## src/rtl/btq_pkg.sv

```systemverilog
package btq_pkg;
  localparam int ADDR_W = 28;
  localparam int PTR_W  = 3;
  localparam int REG_W  = 1 + PTR_W + ADDR_W;

  typedef struct packed {
    logic push;
    logic [7:0] wrIdx;
    logic [7:0] rdIdx;
    logic headValid;
  } btqStrobes_t;
endpackage

```

## src/rtl/btq_ctrl.sv

```systemverilog
module btq_ctrl #(
  parameter int DEPTH = 8
) (
  input  logic clk,
  input  logic rstN,
  input  logic branchValid,
  input  logic dstRead,
  output btq_pkg::btqStrobes_t strobes
);
  localparam int IW = $clog2(DEPTH);

  logic [IW-1:0] wrPtr, rdPtr;
  logic [DEPTH-1:0] valid;
  logic doPop, fullPush;

  function automatic logic [IW-1:0] nextIdx(input logic [IW-1:0] idx);
    return (idx == IW'(DEPTH - 1)) ? '0 : idx + 1'b1;
  endfunction

  assign doPop    = dstRead && valid[rdPtr];
  // The write slot holds a valid entry only when every slot is full.
  assign fullPush = branchValid && valid[wrPtr];

  always_ff @(posedge clk or negedge rstN) begin
    if (!rstN) begin
      wrPtr <= '0;
      rdPtr <= '0;
      valid <= '0;
    end else begin
      if (doPop) valid[rdPtr] <= 1'b0;
      if (branchValid) begin
        valid[wrPtr] <= 1'b1;
        wrPtr <= nextIdx(wrPtr);
      end
      if (doPop || fullPush) rdPtr <= nextIdx(rdPtr);
    end
  end

  always_comb begin
    strobes = '0;
    strobes.push = branchValid;
    strobes.wrIdx = 8'(wrPtr);
    strobes.rdIdx = 8'(rdPtr);
    strobes.headValid = valid[rdPtr];
  end
endmodule

```

## src/rtl/btq_datapath.sv

```systemverilog
module btq_datapath #(
  parameter int DEPTH = 8
) (
  input  logic clk,
  input  btq_pkg::btqStrobes_t strobes,
  input  logic [btq_pkg::ADDR_W-1:0] srcAddr,
  input  logic [btq_pkg::PTR_W-1:0]  decodePtr,
  input  logic [btq_pkg::ADDR_W-1:0] dstAddr,
  output logic [btq_pkg::REG_W-1:0]  srcData,
  output logic [btq_pkg::REG_W-1:0]  dstData
);
  import btq_pkg::*;
  localparam int IW = $clog2(DEPTH);
  localparam int SRC_W = PTR_W + ADDR_W;

  // Storage is deliberately not reset: only the flags are.
  logic [SRC_W-1:0]  srcMem [DEPTH];
  logic [ADDR_W-1:0] dstMem [DEPTH];
  logic [IW-1:0] wrIdx, rdIdx;

  assign wrIdx = strobes.wrIdx[IW-1:0];
  assign rdIdx = strobes.rdIdx[IW-1:0];

  always_ff @(posedge clk) begin
    if (strobes.push) begin
      srcMem[wrIdx] <= {decodePtr, srcAddr};
      dstMem[wrIdx] <= dstAddr;
    end
  end

  assign srcData = {1'b0, srcMem[rdIdx]};
  assign dstData = {strobes.headValid, {PTR_W{1'b0}}, dstMem[rdIdx]};
endmodule

```

## src/rtl/branch_trace_queue.sv

```systemverilog
module branch_trace_queue #(
  parameter int DEPTH = 8
) (
  input  logic        clk,
  input  logic        porRstN,
  input  logic        manRstN,
  input  logic        branchValid,
  input  logic [27:0] srcAddr,
  input  logic [2:0]  decodePtr,
  input  logic [27:0] dstAddr,
  input  logic        srcRead,
  input  logic        dstRead,
  output logic [31:0] srcData,
  output logic [31:0] dstData
);
  btq_pkg::btqStrobes_t strobes;
  logic rstN;
  logic unusedSrcRead;

  assign rstN = porRstN & manRstN;
  // The source view has no side effect on a read.
  assign unusedSrcRead = srcRead;

  btq_ctrl #(.DEPTH(DEPTH)) uCtrl (
    .clk(clk), .rstN(rstN), .branchValid(branchValid),
    .dstRead(dstRead), .strobes(strobes)
  );

  btq_datapath #(.DEPTH(DEPTH)) uData (
    .clk(clk), .strobes(strobes), .srcAddr(srcAddr), .decodePtr(decodePtr),
    .dstAddr(dstAddr), .srcData(srcData), .dstData(dstData)
  );
endmodule

```

## config.mk

```make
export PLATFORM = sky130hd
export DESIGN_NAME = branch_trace_queue
export DESIGN_NICKNAME = d
export VERILOG_FILES = /design/src/rtl/btq_pkg.sv /design/src/rtl/btq_ctrl.sv /design/src/rtl/btq_datapath.sv /design/src/rtl/branch_trace_queue.sv
export SDC_FILE = /design/constraint.sdc
export NUM_CORES = 1
export LEC_CHECK = 0
export ABC_AREA = 1
export CORE_MARGIN = 10
export CORE_UTILIZATION = 45
export DETAILED_ROUTE_END_ITERATION = 6
export GPL_ROUTABILITY_DRIVEN = 0
export PLACE_DENSITY_LB_ADDON = 0.15
export SLEW_MARGIN = 20
export SYNTH_ARGS = -nofsm -noshare
export SYNTH_HDL_FRONTEND = slang
export SYNTH_SLANG_ARGS = --single-unit
```

## constraint.sdc

```tcl
create_clock -name clk -period 5.31 [get_ports clk]
set_clock_uncertainty 0.05 [all_clocks]
set_input_delay 1.062 -clock clk [delete_from_list [all_inputs] [get_ports clk]]
set_output_delay 1.062 -clock clk [all_outputs]
set_load 0.02 [all_outputs]
```

==> summary.txt <==
Yosys
  – Avg Cell Area, Syn: 14.2 sq um
  – Yosys top cell by area: edfxtp_1
  – Synth Warn #: 0
  – Register area share after synthesis: 79.2%
  – Synthesized area: 0.0183 sq mm
  – Cells after synthesis: 1,291
  – FF+latch count, synth: 486
  – Post-synth top area share: 77.3%
  – Yosys cell types: 31
  – Top cells by area, synth: edfxtp_1 (77%), nand2_1 (8.6%), a22oi_1 (2.6%)

Worst setup path
  – CP endpoint kind: output pin
  – CP arrival: 3890 ps
  – Critical Path Max Stage Delay: 730 ps
  – Setup crit end: dstData[13]
  – CP Launch Type: flop
  – FF-to-FF setup slack: approximately 2500 ps
  – Cells on worst reg2reg path: 6
  – RR Endpoint: uCtrl.valid[7]$_DFF_PN0_
  – CP Max Fanout: 28
  – CP delay by family, top: buffers and inverters
  – FF-to-FF Start: uCtrl.rdPtr[1]$_DFFE_PN0P_
  – WP buf/inv: 3
  – Crit path depth: 8
  – Slowest cell on the critical path: inv_2
  – Most used cell along the critical path: nand2_1
  – Worst-path cell chain: nand3_1 -> inv_2 -> buf_4 -> nand2_1 -> nand2_1 -> nor2_1 -> nand4_1 -> clkdlybuf4s50_1
  – CP startpoint: uCtrl.rdPtr[1]$_DFFE_PN0P_
  – Worst setup path class: reg2out
  – CP Data Required Time: about 4200 ps

Floorplanning
  – Top Ports: around 130
  – Initial Util: 45.9%
  – Die Height: 222 um
  – DIE WIDTH: 222 um
  – Std cell rows: 73
  – Area of the die: 0.0492 sq mm
  – Core area: roughly 0.04 sq mm

STA
  – Worst-margin pin slew: about 1100 ps
  – Setup total negative slack: 0 ps
  – Rel. slew slack: 27.6%
  – Fin. Hold Viols: 0
  – Tcrit/Tclk final: 94.2%
  – Slew Limit Fails: 0
  – Peak Freq: 200 MHz
  – Min Tclk post-route: 5000 ps
  – RSZ-0062 raised after global routing: no
  – Hold_ws: about 430 ps
  – # setup viols final: 0

Power and ir drop
  – Pwr dens: 554 mW/mm^2
  – Leakage power: 7.61 nW
  – Worst IR drop on VDD: 0.000349 V

Route
  – Drc violations: 0
  – Remaining antenna violation count: 0
  – Vias per cell: 5.19
  – Vias: roughly 10,000
  – WL/cell: 21.2 um
  – Routed wire length: 42.5 mm
  – First-pass DRT Iterations: 5
  – Drt initial violations: 754

GRT
  – Initial antenna violation count: 4
  – Largest net degree at the start of global routing: 61
  – Total grt overflow: 0
  – Vias in the first global route: 10,400
  – First-pass GRT wire length: 64.7 mm
  – GRT Total Usage: 17.1%

Clock network
  – Clk slew on worst S/H paths: 60 ps
  – Clk root buf: clkbuf_16
  – Sink Count: 486
  – Setup repair bufs after CTS: 0
  – CTS Buf Count: 49
  – Cells resized by post-CTS repair: 0
  – Clk_lat worst skew: just under 600 ps
  – H-tree levels: 2
  – CTS Hold Bufs: 0
  – CTS tree: built
  – CTS max path bufs: 3

Finish
  – Fin cells: 2,002
  – Final instance area: ~0.022 sq mm
  – Share of cells above drive strength 1: between 8 and 9%
  – Most common cell after layout, fill and taps aside: edfxtp_1
  – P&R area growth vs syn: 18.8%
  – Most frequent cells in the layout: edfxtp_1 (472), nand2_1 (422), clkdlybuf4s50_1 (123)
  – Fin nets: 1,505

Placement
  – IO buf count: around 120
  – Final HPWL DP: 23.0 mm
  – Cell area after placement: slightly above 0.02 sq mm
  – Cells after DPL: 1,910

Flow run
  – Max_cap viols: 0

Min path
  – Hold/Removal Path Class: reg2reg

Run status
  – Outcome: completed
## how the worst min path moves through the flow
| stage | start | end | cells past startpoint |
|---|---|---|---|
| after floorplan | uCtrl.valid[5]$_DFF_PN0_ | uCtrl.valid[5]$_DFF_PN0_ | 2 |
| after global placement | uCtrl.valid[5]$_DFF_PN0_ | uCtrl.valid[5]$_DFF_PN0_ | 2 |
| after detailed placement | uCtrl.valid[5]$_DFF_PN0_ | uCtrl.valid[5]$_DFF_PN0_ | 2 |
| after CTS | uCtrl.valid[5]$_DFF_PN0_ | uCtrl.valid[5]$_DFF_PN0_ | 2 |
| after global routing | uCtrl.valid[5]$_DFF_PN0_ | uCtrl.valid[5]$_DFF_PN0_ | 2 |
| final | uCtrl.valid[5]$_DFF_PN0_ | uCtrl.valid[5]$_DFF_PN0_ | 2 |
## tightest hold or removal path, stage by stage, from the launching register on
cell and delay, ps:
dfrtp_1 340, nand2_1 60, nand2_1 50
## registers in the layout, summed over array words and instances (netlist names)
signal,cells
uData.srcMem,248
uData.dstMem,224
uCtrl.valid,8
uCtrl.rdPtr,3
uCtrl.wrPtr,3
## metal layers
layer  track usage [%]  share of wire, %  vias up  wire [um]
met5                 0             0.085        -         36
met4              4.09               1.6        6        675
met3              3.74               5.2       56       2210
met2              28.1                49      241      20700
met1              22.6                44     5154      18900
li1                  -                 -     4934          -
## cells in the mapped netlist (all sizes together)
library cell,number
edfxtp,472
nand2,427
a22oi,64
nor2,62
nand4,60
buf,52
inv,52
nand3,24
o21ai,17
dfrtp,14
nand3b,12
a21oi,11
clkbuf,7
a211oi,5
ha,4
or2,4
a22o,3
conb,1
## through the flow
| stage | total power [mW] | worst slack [ps] | utilization [%] |
|---|---|---|---|
| 6_report | 12.1 | 309 | 54.5 |
| 2_1_floorplan | 7.11 | 813 | - |
| 5_1_grt | 12.7 | 76.2 | 54.5 |
| 3_3_place_gp | 8.82 | 880 | 50.5 |
| 3_5_place_dp | 8.85 | 878 | 50.5 |
| 4_1_cts | 12.3 | 233 | 54.5 |
## report_power, final
group          switching [mW]  internal, mW  leakage, nW
clock network            1.41          1.97        0.777
registers               0.160          4.71         4.46
logic                    2.44          1.38         2.37
total                    4.01          8.06         7.61
## layout make-up
class	instances	area, sq um
fillers	3275	18200
clock inverters	34	309
inverters	52	195
well taps	525	657
clock buffers	57	1280
multi-input cells	697	3320
diodes	1	2.50
repair buffers	150	1510
flip-flops and latches	486	14500
## kinds of logic after synthesis
| group | Yosys count | synth area share, % |
|---|---|---|
| and+or+nand+nor | 589 | 13.6 |
| buffers and inverters | 111 | 3.12 |
| adders and majority gates | 4 | 0.273 |
| AOI/OAI and AO/OA | 100 | 3.80 |
| DFF | 486 | 79.2 |
| other | 1 | 0.0204 |
Note: power is estimated with default switching activity, not from simulation.
